<file path="config.mk">
export PLATFORM = sky130hd
export DESIGN_NAME = uart_stat_flags
export DESIGN_NICKNAME = d
export VERILOG_FILES = /design/src/rtl/uart_stat_pkg.sv /design/src/rtl/uart_tx_status.sv /design/src/rtl/uart_rx_guard.sv /design/src/rtl/uart_err_flags.sv /design/src/rtl/uart_stat_flags.sv
export SDC_FILE = /design/constraint.sdc
export NUM_CORES = 1
export LEC_CHECK = 0
export BUFFER_PORTS_ARGS = -buffer_cell sky130_fd_sc_hd__buf_4
export CORE_AREA = 2 2 39 41
export DETAILED_ROUTE_END_ITERATION = 8
export DIE_AREA = 0 0 41 43
export PLACE_DENSITY = 0.58
export SETUP_SLACK_MARGIN = 0.05
export SYNTH_ARGS = -nofsm -noshare
export SYNTH_HDL_FRONTEND = slang
export SYNTH_SLANG_ARGS = --single-unit
</file>
<file path="constraint.sdc">
create_clock -name clk_i -period 2 [get_ports clk_i]
set_input_delay 0.1 -clock clk_i [delete_from_list [all_inputs] [get_ports clk_i]]
set_output_delay 0.1 -clock clk_i [all_outputs]
set_load 0.03 [all_outputs]
</file>
<file path="src/rtl/uart_stat_pkg.sv">
package uart_stat_pkg;
  localparam int TSF_BIT = 7;
  localparam int N_ERR   = 3;
  // error flag index equals its register bit
  localparam int OVR_IDX = 0;
  localparam int FRM_IDX = 1;
  localparam int PAR_IDX = 2;
  localparam int REG_W   = 8;
endpackage

</file>
<file path="src/rtl/uart_tx_status.sv">
module uart_tx_status (
  input  logic clk_i,
  input  logic rst_ni,
  input  logic tx_act_i,
  input  logic tx_wr_i,
  input  logic tx_done_idle_i,
  output logic busy_o
);
  logic busy_q;

  always_ff @(posedge clk_i or negedge rst_ni) begin
    if (!rst_ni)              busy_q <= 1'b0;
    else if (!tx_act_i)       busy_q <= 1'b0;
    else if (tx_wr_i)         busy_q <= 1'b1;  // pending data keeps it busy
    else if (tx_done_idle_i)  busy_q <= 1'b0;
  end

  assign busy_o = busy_q;
endmodule

</file>
<file path="src/rtl/uart_rx_guard.sv">
module uart_rx_guard (
  input  logic clk_i,
  input  logic rst_ni,
  input  logic rx_act_i,
  input  logic rx_frame_i,
  input  logic rx_buf_rd_i,
  output logic load_o,
  output logic ovr_set_o,
  output logic full_o
);
  logic full_q;

  // read frees the slot before the new frame is judged
  assign load_o    = rx_act_i & rx_frame_i & (~full_q | rx_buf_rd_i);
  assign ovr_set_o = rx_act_i & rx_frame_i & full_q & ~rx_buf_rd_i;

  always_ff @(posedge clk_i or negedge rst_ni) begin
    if (!rst_ni)          full_q <= 1'b0;
    else if (!rx_act_i)   full_q <= 1'b0;
    else if (load_o)      full_q <= 1'b1;
    else if (rx_buf_rd_i) full_q <= 1'b0;
  end

  assign full_o = full_q;
endmodule

</file>
<file path="src/rtl/uart_err_flags.sv">
module uart_err_flags #(
  parameter int N = uart_stat_pkg::N_ERR
) (
  input  logic         clk_i,
  input  logic         rst_ni,
  input  logic         rx_act_i,
  input  logic [N-1:0] set_i,
  input  logic [N-1:0] sw_clr_i,
  output logic [N-1:0] flags_o
);
  for (genvar i = 0; i < N; i++) begin : g_flag
    logic flag_q;
    always_ff @(posedge clk_i or negedge rst_ni) begin
      if (!rst_ni)          flag_q <= 1'b0;
      else if (!rx_act_i)   flag_q <= 1'b0;
      else if (set_i[i])    flag_q <= 1'b1;  // hardware set beats software clear
      else if (sw_clr_i[i]) flag_q <= 1'b0;
    end
    assign flags_o[i] = flag_q;
  end
endmodule

</file>
<file path="src/rtl/uart_stat_flags.sv">
module uart_stat_flags #(
  parameter int              ADDR_W    = 4,
  parameter logic [ADDR_W-1:0] STAT_ADDR = 4
) (
  input  logic              clk_i,
  input  logic              rst_ni,
  input  logic              pwr_en_i,
  input  logic              tx_en_i,
  input  logic              rx_en_i,
  input  logic              par_chk_en_i,
  input  logic              tx_wr_i,
  input  logic              tx_done_idle_i,
  input  logic              rx_frame_i,
  input  logic              rx_par_err_i,
  input  logic              rx_stop_miss_i,
  input  logic              rx_buf_rd_i,
  input  logic [ADDR_W-1:0] reg_addr_i,
  input  logic              reg_we_i,
  input  logic [7:0]        reg_wdata_i,
  output logic [7:0]        reg_rdata_o,
  output logic              rx_buf_load_o,
  output logic              rx_buf_full_o
);
  import uart_stat_pkg::*;

  localparam int RSV_W = TSF_BIT - N_ERR;

  logic             tx_act, rx_act, addr_hit, wr_hit;
  logic             busy, ovr_set;
  logic [N_ERR-1:0] err_set, err_clr, err_flags;
  logic [REG_W-1:0] stat_q;
  logic             unused_wdata;

  assign tx_act   = pwr_en_i & tx_en_i;
  assign rx_act   = pwr_en_i & rx_en_i;
  assign addr_hit = (reg_addr_i == STAT_ADDR);
  assign wr_hit   = addr_hit & reg_we_i;

  uart_tx_status u_tx (
    .clk_i, .rst_ni,
    .tx_act_i       (tx_act),
    .tx_wr_i        (tx_wr_i),
    .tx_done_idle_i (tx_done_idle_i),
    .busy_o         (busy)
  );

  uart_rx_guard u_rx (
    .clk_i, .rst_ni,
    .rx_act_i    (rx_act),
    .rx_frame_i  (rx_frame_i),
    .rx_buf_rd_i (rx_buf_rd_i),
    .load_o      (rx_buf_load_o),
    .ovr_set_o   (ovr_set),
    .full_o      (rx_buf_full_o)
  );

  always_comb begin
    err_set          = '0;
    err_set[PAR_IDX] = rx_act & rx_frame_i & rx_par_err_i & par_chk_en_i;
    err_set[FRM_IDX] = rx_act & rx_frame_i & rx_stop_miss_i;
    err_set[OVR_IDX] = ovr_set;
  end

  assign err_clr      = {N_ERR{wr_hit}} & ~reg_wdata_i[N_ERR-1:0];
  assign unused_wdata = ^reg_wdata_i[7:N_ERR];

  uart_err_flags #(.N(N_ERR)) u_err (
    .clk_i, .rst_ni,
    .rx_act_i (rx_act),
    .set_i    (err_set),
    .sw_clr_i (err_clr),
    .flags_o  (err_flags)
  );

  assign stat_q      = {busy, {RSV_W{1'b0}}, err_flags};
  assign reg_rdata_o = addr_hit ? stat_q : '0;
endmodule

</file>
==> results.yml <==
run_status:
  outcome: "complete, no violations"
routing:
  viasPerCell: 4.122
  wl_met1_um: 262
  avgRoutedWirePerCell_um: 8.524
  routed_wl_um: 699
  first_pass_iters: 2
  ant_nets: 0
  drtIter0Drc: 2
  met2_length_um: 319
  top_layer_used: "met4"
  num_vias: 338
  wl_met3_um: 109
  drc: 0
placed_design:
  dp_hpwl_um: 581.3
  numPlacedInstances: 77
  gp_congestion: 0.6146
  place_area_um2: 498.0
  pre_cts_ws_ns: 0.8366
  port_buffers: 25
global_routing:
  grt_pass1_wl_mm: 1.221
  grt_pass1_vias: 349
  gr-total-overflow: 0
  antenna_found_initial: 0
  grt_max_degree: 6
  gr-usage-all-layers: 0.1040
sta:
  timing.final.max_slew_violations: 0
  finalCritPeriodShare: 0.6221
  fmax_mhz: 803.7
  setup_violations: 0
  layout_min_cycle_time_ns: 1.244
  worst_slew_pin_slew_ns: 0.4941
  skew_ns: 0.000004302
  fin_tns_setup_ns: 0
  slew_headroom: 0.6659
  setup_ws_ns: 0.7557
  finalHoldViolCount: 0
  rsz0062_at_grt: "false"
clock_network:
  cts_tree: "yes"
  htreeDepth: 1
  cts.path.max_buffers: 2
  cts_buffers: 3
  clk_pin_slew_ns: 0.04
  clk-insertion-delay-late_ns: 0.24
  cts_setup_buffers: 0
  ctsResizeCount: 0
  cts-hold-fix-buffers: 1
  cts.sinks: 5
  root_buffer: "clkbuf_4"
floorplan:
  start_util: 0.2233
  die_h_um: 43
  coreArea_mm2: 0.001384
  die_width_um: 41
  fp-row-count: 14
  io_pins: 35
  die-area_mm2: 0.001763
pwr:
  p_per_area_mw_per_mm2: 532.4
  pwr-share-comb: 0.222
  ir_worst_vdd_mv: 0.2817
  leakage_nw: 0.2750
  internal_power_mw: 0.2137
  p_clk_frac: 0.406
  p_switching_mw: 0.07074
  seqPwrFrac: 0.372
  sw_frac_of_total: 0.2487
setup_path:
  worstSetupPathType: "register to output pin"
  crit_chain: "nor2b_1 > nor3b_1 > buf_4"
  cp_max_fo: 3
  endpoint_kind: "output pin"
  cp.arrival_ns: 1.14
  max_stage_delay_ns: 0.37
  cp.required_ns: 1.90
  start_kind: "register"
  cpMaxStageDelayCell: "dfrtp_1"
synthesis:
  ys_warn_count: 0
  netlist_instances: 37
  synth_cell_type_count: 15
  syn_avg_cell_area_um2: 8.353
  synth_area_um2: 309.0
  seq_area_frac_synth: 0.4049
  ys_ff_latch: 5
finish:
  stdcell_count: 82
  final_cell_mix: "25 x buf_4, 5 x dfrtp_1"
  area_growth_pct: 72.87
  final_cell_area_um2: 534.3
  multiInputGateArea_um2: 161.4
  fillCellCount: 154
  regArea_um2: 125.1
  final_common_cell: "buf_4"
  drive_gt1_frac: 0.4394
  num_antenna_cells: 0
  final_nets: 92
flow_run:
  max_cap_violations: 0
hold_path:
  hold_path.class: "input pin to register"
-- logic make-up (layout without fill, tap and decap cells) --
family,after synthesis,count (layout),share of synthesized area
AND/OR/NAND/NOR,19,19,0.3603
AO/OA/AOI/OAI,7,7,0.1133
flip-flops,5,5,0.4049
buffers and inverters,5,31,0.1093
other,1,4,0.01213
-- final timing paths --
path	to	start	slack, ns	cells after the start
hold / removal	u_tx.busy_o	tx_wr_i	0.08	3
hold reg to reg	u_tx.busy_o	u_tx.busy_o	0.50	2
min in group asynchronous	u_err.g_flag[2].flag_q	rst_ni	0.21	2
setup reg to reg	u_err.g_flag[0].flag_q	u_rx.full_o	1.19	3
setup / recovery	rx_buf_load_o	u_rx.full_o	0.76	3
max in group asynchronous	u_err.g_flag[0].flag_q	rst_ni	1.69	2
-- routing by layer --
layer,track usage,up-vias
met4,0.08000,0
li1,-,172
met5,0,-
met3,0.04188,2
met1,0.09508,144
met2,0.1688,20
-- area by class of cell --
class | count | area share
Timing Repair Buffer | 26 | 0.3700
Multi-Input combinational cell | 30 | 0.3021
Sequential cell | 5 | 0.2342
Clock buffer | 4 | 0.04918
Tap cell | 16 | 0.03747
Inverter | 1 | 0.007026
-- flip-flops by register name, indices dropped and copies added (netlist names) --
| name | count |
|---|---|
| u_err.g_flag.flag_q | 3 |
| u_tx.busy_o | 1 |
| u_rx.full_o | 1 |
-- through the flow --
stage	power, mW	hold WS (ns)	utilization
6_report	0.2845	0.07613	0.3861
5_1_grt	0.3075	0.08341	0.3861
4_1_cts	0.2898	0.07363	0.3861
3_5_place_dp	0.1695	-0.09613	0.3599
3_3_place_gp	0.1690	-0.09692	0.3599
2_1_floorplan	0.1388	-0.1956	-
-- worst max-delay path, delay by kind of cell, from the launching register on --
family	cells	cell delay, ns
buffers and inverters	1	0.19
DFF	1	0.37
and+or+nand+nor	2	0.34
-- Yosys cell counts --
cell type / count / area share
nand3_1: 1 / 0.016
inv_1: 1 / 0.012
conb_1: 1 / 0.012
and2_1: 4 / 0.081
nor2_1: 3 / 0.036
nor4b_1: 1 / 0.028
or4b_4: 1 / 0.045
o21ai_1: 3 / 0.049
nand2_1: 4 / 0.049
nand2b_1: 3 / 0.061
nor3b_1: 1 / 0.024
buf_4: 4 / 0.097
nor2b_1: 1 / 0.020
a21oi_1: 4 / 0.065
dfrtp_1: 5 / 0.40
-- power by group through the flow --
stage | combinational (mW) | sequential (mW) | clock [mW]
after global placement | 0.0617 | 0.107 | 0
after global routing | 0.0705 | 0.106 | 0.131
after detailed placement | 0.0621 | 0.107 | 0
final | 0.0632 | 0.106 | 0.115
after floorplan | 0.0300 | 0.109 | 0
after CTS | 0.0639 | 0.106 | 0.120
(Power assumes the default switching activity.)
